===== config.mk =====
export PLATFORM = sky130hd
export DESIGN_NAME = sync_serial_port
export DESIGN_NICKNAME = d
export VERILOG_FILES = /design/src/rtl/ssp_pkg.sv /design/src/rtl/ssp_mode_reg.sv /design/src/rtl/ssp_edge_gen.sv /design/src/rtl/ssp_engine.sv /design/src/rtl/sync_serial_port.sv
export SDC_FILE = /design/constraint.sdc
export NUM_CORES = 1
export LEC_CHECK = 0
export BUFFER_PORTS_ARGS = -buffer_cell sky130_fd_sc_hd__buf_4
export CAP_MARGIN = 10
export CORE_ASPECT_RATIO = 2
export CORE_UTILIZATION = 45
export CTS_CLUSTER_DIAMETER = 150
export DETAILED_ROUTE_END_ITERATION = 10
export PLACE_DENSITY = 0.69
export SKIP_CTS_REPAIR_TIMING = 1
export SLEW_MARGIN = 20
export SYNTH_ARGS = -nofsm -noshare
export SYNTH_HDL_FRONTEND = slang
export SYNTH_SLANG_ARGS = --single-unit

===== constraint.sdc =====
create_clock -name clk -period 2.5 [get_ports clk]
set_input_delay 0.5 -clock clk [delete_from_list [all_inputs] [get_ports clk]]
set_output_delay 0.5 -clock clk [all_outputs]
set_load 0.03 [all_outputs]

===== src/rtl/ssp_pkg.sv =====
package ssp_pkg;

    typedef struct packed {
        logic en;
        logic duplex;
        logic wide;
        logic lsb;
        logic late;
        logic rpt;
    } ssp_mode_t;

    typedef enum logic [1:0] {
        ST_IDLE  = 2'd0,
        ST_SHIFT = 2'd1,
        ST_LATE  = 2'd2
    } ssp_state_e;

endpackage


===== src/rtl/ssp_mode_reg.sv =====
module ssp_mode_reg
    import ssp_pkg::*;
(
    input  logic       clk,
    input  logic       rst_n,
    input  logic       wr_i,
    input  logic [7:0] wdata_i,
    input  logic       busy_i,
    output ssp_mode_t  mode_o,
    output logic [7:0] rdata_o
);

    ssp_mode_t mode_d, mode_q;

    always_comb begin
        mode_d = mode_q;
        if (wr_i) begin
            mode_d.en = wdata_i[7];
            // configuration fields are frozen while a word is in flight
            if (!busy_i) begin
                mode_d.duplex = wdata_i[6];
                mode_d.wide   = wdata_i[5];
                mode_d.lsb    = wdata_i[4];
                mode_d.late   = wdata_i[3];
                mode_d.rpt    = wdata_i[2];
            end
        end
    end

    always_ff @(posedge clk or negedge rst_n) begin
        if (!rst_n) mode_q <= '0;
        else        mode_q <= mode_d;
    end

    assign mode_o  = mode_q;
    assign rdata_o = {mode_q.en, mode_q.duplex, mode_q.wide, mode_q.lsb,
                      mode_q.late, mode_q.rpt, 1'b0, busy_i};

endmodule


===== src/rtl/ssp_edge_gen.sv =====
module ssp_edge_gen #(
    parameter int SEL_W   = 3,
    parameter int MAX_SEL = 6
) (
    input  logic             clk,
    input  logic             rst_n,
    input  logic [SEL_W-1:0] sel_i,
    input  logic             run_i,
    input  logic             sck_i,
    output logic             tick_o,
    output logic             rise_o,
    output logic             fall_o
);

    localparam int CNT_W = (MAX_SEL < 1) ? 1 : MAX_SEL;

    typedef struct packed {
        logic [CNT_W-1:0] cnt;
        logic             s1;
        logic             s2;
        logic             s3;
    } eg_t;

    eg_t eg_d, eg_q;
    logic [SEL_W-1:0] sh;
    logic [CNT_W-1:0] lim;

    always_comb begin
        // half period of 2^sel clocks: count limit is 2^sel - 1
        sh     = SEL_W'(CNT_W) - sel_i;
        lim    = {CNT_W{1'b1}} >> sh;
        tick_o = run_i && (eg_q.cnt == lim);

        eg_d    = eg_q;
        eg_d.s1 = sck_i;
        eg_d.s2 = eg_q.s1;
        eg_d.s3 = eg_q.s2;
        if (!run_i || tick_o) eg_d.cnt = '0;
        else                  eg_d.cnt = eg_q.cnt + 1'b1;
    end

    always_ff @(posedge clk or negedge rst_n) begin
        if (!rst_n) eg_q <= '{cnt: '0, s1: 1'b1, s2: 1'b1, s3: 1'b1};
        else        eg_q <= eg_d;
    end

    assign rise_o = eg_q.s2 & ~eg_q.s3;
    assign fall_o = ~eg_q.s2 & eg_q.s3;

endmodule


===== src/rtl/ssp_engine.sv =====
module ssp_engine
    import ssp_pkg::*;
#(
    parameter int DATA_W = 16
) (
    input  logic              clk,
    input  logic              rst_n,
    input  ssp_mode_t         mode_i,
    input  logic              master_i,
    input  logic              clr_i,
    input  logic              tick_i,
    input  logic              s_rise_i,
    input  logic              s_fall_i,
    input  logic              tx_wr_i,
    input  logic [DATA_W-1:0] tx_wdata_i,
    input  logic              rx_rd_i,
    input  logic              sd_i,
    output logic              busy_o,
    output logic              sck_o,
    output logic              sd_o,
    output logic              irq_o,
    output logic [DATA_W-1:0] rx_data_o
);

    localparam int HALF_W = DATA_W / 2;
    localparam int BC_W   = $clog2(DATA_W);

    typedef struct packed {
        ssp_state_e        state;
        logic [DATA_W-1:0] sr;
        logic [DATA_W-1:0] txb;
        logic [DATA_W-1:0] rxb;
        logic [BC_W-1:0]   bcnt;
        logic              pend;
        logic              sck;
        logic              sd;
        logic              irq;
    } eng_t;

    eng_t e_d, e_q;

    function automatic logic [DATA_W-1:0] fit(input logic [DATA_W-1:0] v, input logic wide);
        return wide ? v : {{(DATA_W-HALF_W){1'b0}}, v[HALF_W-1:0]};
    endfunction

    function automatic logic head_bit(input logic [DATA_W-1:0] v, input logic wide, input logic lsb);
        return lsb ? v[0] : (wide ? v[DATA_W-1] : v[HALF_W-1]);
    endfunction

    function automatic logic [DATA_W-1:0] shift_in(input logic [DATA_W-1:0] v, input logic smp,
                                                   input logic wide, input logic lsb);
        logic [DATA_W-1:0] r;
        if (lsb) begin
            r = v >> 1;
            if (wide) r[DATA_W-1] = smp;
            else      r[HALF_W-1] = smp;
        end else begin
            r = {v[DATA_W-2:0], smp};
        end
        return r;
    endfunction

    logic              fall_ev, rise_ev, req, finish;
    logic [DATA_W-1:0] req_data;
    logic [BC_W-1:0]   last;

    always_comb begin
        fall_ev  = master_i ? (tick_i && e_q.sck)  : s_fall_i;
        rise_ev  = master_i ? (tick_i && !e_q.sck) : s_rise_i;
        req      = mode_i.en && (mode_i.duplex ? tx_wr_i : rx_rd_i);
        req_data = mode_i.duplex ? tx_wdata_i : '0;
        last     = mode_i.wide ? BC_W'(DATA_W-1) : BC_W'(HALF_W-1);
        finish   = 1'b0;

        e_d     = e_q;
        e_d.irq = 1'b0;

        if (clr_i || !mode_i.en) begin
            e_d.state = ST_IDLE;
            e_d.sck   = 1'b1;
            e_d.sd    = 1'b0;
            e_d.pend  = 1'b0;
            e_d.bcnt  = '0;
        end else begin
            case (e_q.state)
                ST_IDLE: begin
                    if (req) begin
                        e_d.state = ST_SHIFT;
                        e_d.sr    = fit(req_data, mode_i.wide);
                        e_d.sd    = head_bit(e_d.sr, mode_i.wide, mode_i.lsb);
                        e_d.bcnt  = '0;
                        e_d.sck   = 1'b1;
                    end
                end
                ST_SHIFT, ST_LATE: begin
                    if (req && mode_i.rpt) begin
                        e_d.txb  = req_data;
                        e_d.pend = 1'b1;
                    end
                    if (e_q.state == ST_SHIFT) begin
                        if (fall_ev) begin
                            e_d.sck = 1'b0;
                            e_d.sd  = head_bit(e_q.sr, mode_i.wide, mode_i.lsb);
                        end
                        if (rise_ev) begin
                            e_d.sck  = 1'b1;
                            e_d.sr   = shift_in(e_q.sr, sd_i, mode_i.wide, mode_i.lsb);
                            e_d.bcnt = e_q.bcnt + 1'b1;
                            if (e_q.bcnt == last) begin
                                e_d.rxb = fit(e_d.sr, mode_i.wide);
                                if (mode_i.late && master_i) e_d.state = ST_LATE;
                                else                         finish    = 1'b1;
                            end
                        end
                    end else if (tick_i) begin
                        finish = 1'b1;
                    end
                    if (finish) begin
                        e_d.irq = 1'b1;
                        if (mode_i.rpt && e_d.pend) begin
                            e_d.state = ST_SHIFT;
                            e_d.sr    = fit(e_d.txb, mode_i.wide);
                            e_d.sd    = head_bit(e_d.sr, mode_i.wide, mode_i.lsb);
                            e_d.bcnt  = '0;
                            e_d.pend  = 1'b0;
                        end else begin
                            e_d.state = ST_IDLE;
                        end
                    end
                end
                default: e_d.state = ST_IDLE;
            endcase
        end
    end

    always_ff @(posedge clk or negedge rst_n) begin
        if (!rst_n) begin
            e_q       <= '0;
            e_q.state <= ST_IDLE;
            e_q.sck   <= 1'b1;
        end else begin
            e_q <= e_d;
        end
    end

    assign busy_o    = (e_q.state != ST_IDLE);
    assign sck_o     = e_q.sck;
    assign sd_o      = mode_i.duplex & e_q.sd;
    assign irq_o     = e_q.irq;
    assign rx_data_o = e_q.rxb;

endmodule


===== src/rtl/sync_serial_port.sv =====
module sync_serial_port
    import ssp_pkg::*;
#(
    parameter int DATA_W  = 16,
    parameter int SEL_W   = 3,
    parameter int MAX_SEL = 6
) (
    input  logic              clk,
    input  logic              rst_n,
    input  logic              ctl_wr,
    input  logic [7:0]        ctl_wdata,
    output logic [7:0]        ctl_rdata,
    input  logic [SEL_W-1:0]  clk_sel,
    input  logic              tx_wr,
    input  logic [DATA_W-1:0] tx_wdata,
    input  logic              rx_rd,
    output logic [DATA_W-1:0] rx_rdata,
    input  logic              sck_i,
    output logic              sck_o,
    output logic              sck_oe,
    input  logic              sd_i,
    output logic              sd_o,
    output logic              irq_o
);

    ssp_mode_t mode;
    logic      busy, master, clr, tick, s_rise, s_fall, eng_sck;

    assign master = (clk_sel != {SEL_W{1'b1}});
    assign clr    = ctl_wr && !ctl_wdata[7];

    ssp_mode_reg u_mode (
        .clk     (clk),
        .rst_n   (rst_n),
        .wr_i    (ctl_wr),
        .wdata_i (ctl_wdata),
        .busy_i  (busy),
        .mode_o  (mode),
        .rdata_o (ctl_rdata)
    );

    ssp_edge_gen #(.SEL_W(SEL_W), .MAX_SEL(MAX_SEL)) u_edge (
        .clk    (clk),
        .rst_n  (rst_n),
        .sel_i  (clk_sel),
        .run_i  (busy),
        .sck_i  (sck_i),
        .tick_o (tick),
        .rise_o (s_rise),
        .fall_o (s_fall)
    );

    ssp_engine #(.DATA_W(DATA_W)) u_eng (
        .clk        (clk),
        .rst_n      (rst_n),
        .mode_i     (mode),
        .master_i   (master),
        .clr_i      (clr),
        .tick_i     (tick),
        .s_rise_i   (s_rise),
        .s_fall_i   (s_fall),
        .tx_wr_i    (tx_wr),
        .tx_wdata_i (tx_wdata),
        .rx_rd_i    (rx_rd),
        .sd_i       (sd_i),
        .busy_o     (busy),
        .sck_o      (eng_sck),
        .sd_o       (sd_o),
        .irq_o      (irq_o),
        .rx_data_o  (rx_rdata)
    );

    assign sck_o  = master ? eng_sck : 1'b1;
    assign sck_oe = mode.en && master;

endmodule


==> flow_metrics.tcl, run 1 <==
set metrics [dict create \
    status "finished, violations left" \
    failed_checks "negative setup slack" \
    worstSetupStartpoint "clk_sel[1]" \
    grtUsageTotal 0.231 \
    die_h_um 142 \
    synth_top_cell_area_share 0.393 \
    r2r_cells 8 \
    rsz0062_at_grt "true" \
    min_period_over_period 1.03 \
    period_needed_ns 2.58 \
    core_area_mm2 0.00945 \
    critPathRequiredTime_ns 2.72 \
    clock.fmax_mhz 388 \
    cp.arrival_ns 2.80 \
    worstSkewPairLatency_ns 0.34 \
    crit_type "in -> reg" \
    drtPass1Iterations 4 \
    portBuffers 58 \
    max_cap_viol_count 0 \
    grt_pass1_vias 3912 \
    start_util 0.465 \
    swShare 0.340 \
    cts_buffer_depth 2 \
    fin_cells 702 \
    synth_cells 501 \
    setup_viol 22 \
    ys_seq_area_frac 0.417 \
    htree_levels 3 \
    reg2reg_to "u_eng.e_q[48]$_DFFE_PN0P_" \
    postRouteAntennaNets 0 \
    syn_area_per_cell_um2 8.78 \
    fin_worst_skew_ns 0.00668 \
    yosysUniqueCellTypes 51 \
    hold_class "in -> async" \
    drt-total-wl_um 11100 \
    slowest_stage "o31ai_4" \
    p_total_w 0.00411 \
    grt_antenna_before_repair 0 \
    synth_fp_nets 545 \
    grt_max_degree 43 \
    hold_violations 0 \
    yosys.area.top_type "dfrtp_1" \
    cp_num_buf_inv 4 \
    async_flop_share 1.00 \
    path_cells "buf_8, ha_4, inv_2, ha_4, buf_4, o21ai_0, o2bb2ai_1, o2111ai_2, o31ai_4, buf_6, mux2_4, a31oi_2, o21ai_1" \
    synth_ff_type "dfrtp_1" \
    maxSlewHeadroom 0.602 \
    die_area_mm2 0.0102 \
    max_stage_delay_ns 0.38 \
    rows 50 \
    area_growth_syn_to_layout_pct 24.9 \
    p_per_area_mw_per_mm2 748 \
    synth_area_leaders "dfrtp_1 (39%), nand2_1 (7.0%), o21ai_0 (6.4%)" \
    path_common_cell "ha_4" \
    ir_drop_uv 396 \
    synth_area_mm2 0.00440 \
    path_delay_family "compound AO/OA/AOI/OAI gates" \
    path_depth 13 \
    cts_tree "yes" \
    r2r_slack_ns 0.17 \
    net-switching-power_w 0.00140 \
    setup_ws_ns -0.0800 \
    path_clk_slew_ns 0.06 \
    cts_made_buffers 9 \
    p_seq_frac 0.391 \
    root_buffer "clkbuf_16" \
    ys.warnings.count 0 \
    num_vias 3871 \
    crit_path_end_kind "flop" \
    diodes 0 \
    post-dp-hpwl_um 8380 \
    grt_overflow_total 0 \
    num-nets-final 611 \
    wire_per_inst_um 15.8 \
    r2r_start "u_edge.eg_q[5]$_DFF_PN0_" \
    p_clk_frac 0.322 \
    die_w_um 71.9 \
    layout-drive-gt1-share 0.280 \
    drc_errors 0 \
    ys_seq_elements 73 \
    critPathCapture "u_eng.e_q[48]$_DFFE_PN0P_" \
    drt-initial-drc-count 235 \
    globalplace.congestion 0.848 \
    crit_fanout 6 \
    drv_slew 0 \
    cts_sinks 73 \
    vias_per_cell 5.51 \
    start_kind "input pin" \
    ioPinCount 62 \
    hold_slack_ns 0.161 \
    p_comb_frac 0.287 \
    p_leak_nw 2.45 \
    p_int_w 0.00271 \
    tns_ns -0.804 \
    worstMarginPinSlew_ns 0.596 \
    synth_edf_count 0 \
    grt_pass1_wl_um 18200 \
    post-place-cells 681 \
]
cells by family after synthesis:
kind of cell	after synthesis	share of synthesized area
compound gates	136	0.190
xor+xnor	9	0.0179
fa+ha+maj	10	0.0285
buf+inv	58	0.0726
flops	73	0.417
mux	36	0.0888
other cells	1	0.000853
simple gates	178	0.185
worst register-to-register path, stage by stage (launching register included):
cell       delay (ns)
dfrtp_1          0.44
xnor2_1          0.16
a311oi_2         0.30
o2111ai_2        0.24
o31ai_4          0.38
buf_6            0.18
mux2_4           0.30
a31oi_2          0.13
o21ai_1          0.08
per-layer routing:
metal,share of wire,GRT usage
met1,0.37,0.233
met2,0.54,0.432
met3,0.035,0.0391
met4,0.049,0.133
met5,0,0
layout by cell type (no fill, tap or decap), types with 2 or more instances in the layout:
master,count
ha_4,2
nand2_2,5
and2_1,8
clkinv_2,2
a21oi_1,36
o31ai_1,4
clkbuf_16,9
nor2_1,30
xnor2_1,5
nor3_1,7
inv_1,11
o221ai_1,12
a31oi_1,5
xor2_1,3
nand2_1,77
nand3_1,13
nand3b_1,2
mux2i_1,18
o21ai_2,2
nor2b_1,3
mux2_4,5
o211ai_1,2
a211oi_1,2
dfstp_2,4
o21ai_1,20
buf_4,88
o21ai_0,36
nand2b_1,6
ha_1,8
nor3b_1,2
o21a_1,2
and3_1,13
buf_6,11
nand4_1,5
mux2_2,13
dfrtp_1,69
power groups by stage:
stage / registers (W) / clock network, W / logic (W)
4_1_cts: 0.00160 / 0.00134 / 0.00115
3_5_place_dp: 0.00161 / 0 / 0.00114
6_report: 0.00160 / 0.00132 / 0.00118
5_1_grt: 0.00163 / 0.00139 / 0.00131
2_1_floorplan: 0.00156 / 0 / 0.000797
3_3_place_gp: 0.00161 / 0 / 0.00111
area by class of cell:
| cell class | count | area (µm²) |
|---|---|---|
| Sequential cell | 73 | 1830 |
| Multi-Input combinational cell | 370 | 2330 |
| Inverter | 12 | 45.0 |
| Clock buffer | 10 | 239 |
| Tap cell | 130 | 163 |
| Fill cell | 847 | 3950 |
| Timing Repair Buffer | 101 | 820 |
| Clock inverter | 6 | 65.1 |
flip-flops by register name, summed over array words and instances, names as in the netlist:
signal,cells
u_edge.eg_d,2
u_edge.eg_q,7
u_eng.e_q,40
u_eng.irq_o,1
u_eng.rx_data_o,16
u_eng.sck_o,1
u_mode.mode_o,6
Yosys cell counts, types with 12 or more instances:
master / instances
o221ai_1: 12
nand3_1: 14
and3_1: 13
buf_4: 19
mux2i_1: 18
o21ai_0: 56
mux2_2: 16
a21oi_1: 36
nor2_1: 31
nand2_1: 82
clkbuf_1: 23
dfrtp_1: 69
inv_1: 12
worst min path at each step:
stage / slack [ns] / cells after the start / start / end
6_report: 0.16 / 1 / rst_n / u_eng.e_q[35]$_DFFE_PN0P_
5_1_grt: 0.20 / 1 / rst_n / u_eng.e_q[7]$_DFFE_PN0P_
4_1_cts: 0.18 / 1 / rst_n / u_eng.e_q[7]$_DFFE_PN0P_
3_5_place_dp: 0.35 / 0 / u_edge.eg_d[1]$_DFF_PN1_ / u_edge.eg_d[0]$_DFF_PN1_
3_3_place_gp: 0.35 / 0 / u_edge.eg_d[1]$_DFF_PN1_ / u_edge.eg_d[0]$_DFF_PN1_
2_1_floorplan: 0.20 / 0 / rst_n / u_edge.eg_q[3]$_DFF_PN0_
stage by stage:
step	util	instance area, µm²	setup WS (ns)
after global placement	0.536	5060	-0.362
after global routing	0.581	5490	-0.206
final	0.581	5490	-0.0800
after CTS	0.568	5370	-0.109
after floorplan	-	4470	-0.183
after detailed placement	0.536	5060	-0.464
Note: power is estimated with default switching activity, not from simulation.
==> run 2, diff against run 1 <==
--- a/config.mk
+++ b/config.mk
@@ -5,10 +5,12 @@
 export SDC_FILE = /design/constraint.sdc
 export NUM_CORES = 1
 export LEC_CHECK = 0
+export ABC_AREA = 1
 export BUFFER_PORTS_ARGS = -buffer_cell sky130_fd_sc_hd__buf_4
 export CAP_MARGIN = 10
 export CORE_ASPECT_RATIO = 2
 export CORE_UTILIZATION = 45
+export CTS_BUF_LIST = sky130_fd_sc_hd__clkbuf_8
 export CTS_CLUSTER_DIAMETER = 150
 export DETAILED_ROUTE_END_ITERATION = 10
 export PLACE_DENSITY = 0.69
==> run 2 against run 1 <==
  * The run now ends clean
  * Count of clock-buffer cells in the layout unchanged
  * Final cell count up 21%
  * Power rose by 23%
  * Area after synthesis rose by 7.5%
  * Cell area fell by 1.8%
  * Largest cell class unchanged
  * Critical path type unchanged
  * Critical endpoint is now u_eng.e_q[46]$_DFFE_PN0P_
  * Sequential power up 9%
==> flow_metrics.tcl, run 2 <==
set metrics [dict create \
    ys.warnings.count 0 \
    cts_made_buffers 9 \
    layout-drive-gt1-share 0.186 \
    cp.arrival_ns 2.54 \
    yosysUniqueCellTypes 38 \
    p_seq_frac 0.345 \
    synth_cells 664 \
    drc_errors 0 \
    die_w_um 74.5 \
    grt_pass1_vias 4104 \
    htree_levels 3 \
    drt-total-wl_um 10900 \
    worstSkewPairLatency_ns 0.37 \
    fin_worst_skew_ns 0.0126 \
    grtUsageTotal 0.221 \
    cts_buffer_depth 2 \
    ys_seq_elements 73 \
    clock.fmax_mhz 437 \
    synth_edf_count 0 \
    synth_top_cell_area_share 0.365 \
    async_flop_share 1.00 \
    p_clk_frac 0.184 \
    grt_overflow_total 0 \
    ys_top_cells_by_count "nand2_1 (206), dfrtp_1 (69), nand3_1 (63)" \
    synth_ff_type "dfrtp_1" \
    yosys.area.top_type "dfrtp_1" \
    status "complete, no violations" \
    fill_cells 1014 \
    num-nets-final 750 \
    root_buffer "clkbuf_8" \
    ys_seq_area_frac 0.388 \
    cts_sinks 73 \
    critPathRequiredTime_ns 2.75 \
    use_met2 0.386 \
    synth_area_mm2 0.00472 \
    maxSlewHeadroom 0.386 \
    max_stage_delay_ns 0.33 \
    grt_pass1_wl_um 18700 \
    postRouteAntennaNets 0 \
    fin_cells 846 \
    setup_viol 0 \
    crit_type "in -> reg" \
    drv_slew 0 \
    globalplace.congestion 0.850 \
    slowest_stage "ha_2" \
    drtPass1Iterations 5 \
    p_int_w 0.00279 \
    yosysMostFrequentCell "nand2_1" \
    period_needed_ns 2.29 \
    largest-register "u_eng.e_q" \
    path_cells "buf_4, ha_1, inv_1, ha_2, nand2_1, nand2_1, nand2_1, nand3_1, nor2_2, nand4_2, nand2_4, nand2_4, buf_4, nand2_1, nand2_1, inv_1, nand2_1, nand3_1, a21oi_1" \
    die_area_mm2 0.0109 \
    grt.busiest_layer "met2" \
    grt_antenna_before_repair 0 \
    p_comb_frac 0.471 \
    max_cap_viol_count 0 \
    hold_violations 0 \
    synth_area_leaders "dfrtp_1 (37%), nand2_1 (16%), nand3_1 (6.7%)" \
    area_growth_syn_to_layout_pct 14.1 \
    p_per_area_mw_per_mm2 933 \
    core_area_mm2 0.0101 \
    post_dp_cell_area_mm2 0.00519 \
    post-place-cells 830 \
    portBuffers 58 \
    synth_fp_nets 708 \
    worstMarginPinSlew_ns 0.921 \
    start_kind "input pin" \
    final_common_cell "nand2_1" \
    cts_tree "yes" \
    die_h_um 147 \
    use_met3 0.0521 \
    vias_per_cell 4.98 \
    p_leak_nw 2.82 \
    diodes 0 \
    min_period_over_period 0.916 \
    fin_area_mm2 0.00539 \
    layout_common_cells "nand2_1 (206), buf_4 (80), dfrtp_1 (69), nand3_1 (63), inv_1 (62)" \
    net-switching-power_w 0.00224 \
    ioPinCount 62 \
    hold_slack_ns 0.237 \
    crit_fanout 11 \
    r2r_slack_ns 0.50 \
    p_total_w 0.00503 \
    hold_class "in -> reg" \
    grt_max_degree 74 \
    post-dp-hpwl_um 8320 \
    swShare 0.446 \
    rows 52 \
    num_vias 4211 \
    path_clk_slew_ns 0.07 \
    ir_drop_uv 472 \
    path_common_cell "nand2_1" \
    syn_area_per_cell_um2 7.12 \
    rsz0062_at_grt "false" \
    grtUsageMet1 0.254 \
    wire_per_inst_um 12.9 \
    start_util 0.465 \
    largest_reg_flops 40 \
    drt-initial-drc-count 242 \
    crit_path_end_kind "flop" \
]
## run 2: changes by cell type after synthesis, sizes merged, moves of 11 or more
| cell | change |
|---|---|
| nand2 | +129 |
| o221ai | -12 |
| nand3 | +50 |
| inv | +47 |
| and3 | -13 |
| mux2i | -17 |
| nor2 | +36 |
| buf | +13 |
| mux2 | -11 |
## run 2: area by class of cell
| type | instances | area, µm² | area share |
|---|---|---|---|
| clock buffers | 10 | 138 | 0.0255 |
| clock inverters | 6 | 51.3 | 0.00951 |
| inverters | 59 | 221 | 0.0411 |
| multi-input cells | 482 | 2360 | 0.438 |
| flip-flops and latches | 73 | 1830 | 0.340 |
| well taps | 135 | 169 | 0.0313 |
| repair buffers | 81 | 621 | 0.115 |
## run 2: critical path, delay by kind of cell
kind | cells | cell delay, ns
adders and majority gates | 2 | 0.51
and+or+nand+nor | 12 | 1.04
AOI/OAI and AO/OA | 1 | 0.06
buffers and inverters | 4 | 0.43
## run 2: per-layer routing
layer / share of wire / wire length (µm) / vias to the layer above
met1: 0.41 / 4510 / 1930
met3: 0.031 / 339 / 15
met5: 0 / 0 / -
li1: - / - / 2186
met2: 0.54 / 5850 / 80
met4: 0.019 / 212 / 0
## run 2: final timing paths
path | startpoint | endpoint | depth (start not counted)
worst max-delay path | clk_sel[0] | u_eng.e_q[46]$_DFFE_PN0P_ | 19
worst min-delay path | sck_i | u_edge.eg_d[1]$_DFF_PN1_ | 1
worst max register to register | u_eng.e_q[56]$_DFFE_PN0P_ | u_eng.e_q[46]$_DFFE_PN0P_ | 13
worst min register to register | u_edge.eg_d[1]$_DFF_PN1_ | u_edge.eg_d[0]$_DFF_PN1_ | 0
max in group asynchronous | rst_n | u_eng.e_q[48]$_DFFE_PN0P_ | 1
min in group asynchronous | rst_n | u_mode.mode_o[0]$_DFFE_PN0P_ | 1
## run 2: logic make-up after synthesis
group | count (synthesis) | synth area share
AOI/OAI and AO/OA | 99 | 0.110
muxes | 8 | 0.0204
and+or+nand+nor | 358 | 0.327
xor gates and xnor gates | 6 | 0.0127
other | 1 | 0.000794
DFF | 73 | 0.388
adders and majority gates | 10 | 0.0265
buffers and inverters | 109 | 0.114
## run 2: through the flow
step,util,setup TNS (ns),setup WS (ns)
6_report,0.531,0,0.210
5_1_grt,0.531,0,0.00946
4_1_cts,0.530,0,0.130
3_5_place_dp,0.512,-6.41,-0.252
3_3_place_gp,0.512,-4.11,-0.196
2_1_floorplan,-,0,0.113
## run 2: power by group through the flow
stage / sequential (W) / combinational, W / clock [W]
3_3_place_gp: 0.00174 / 0.00232 / 0
2_1_floorplan: 0.00177 / 0.00169 / 0
3_5_place_dp: 0.00175 / 0.00236 / 0
5_1_grt: 0.00178 / 0.00271 / 0.00100
6_report: 0.00174 / 0.00237 / 0.000924
4_1_cts: 0.00173 / 0.00237 / 0.000949
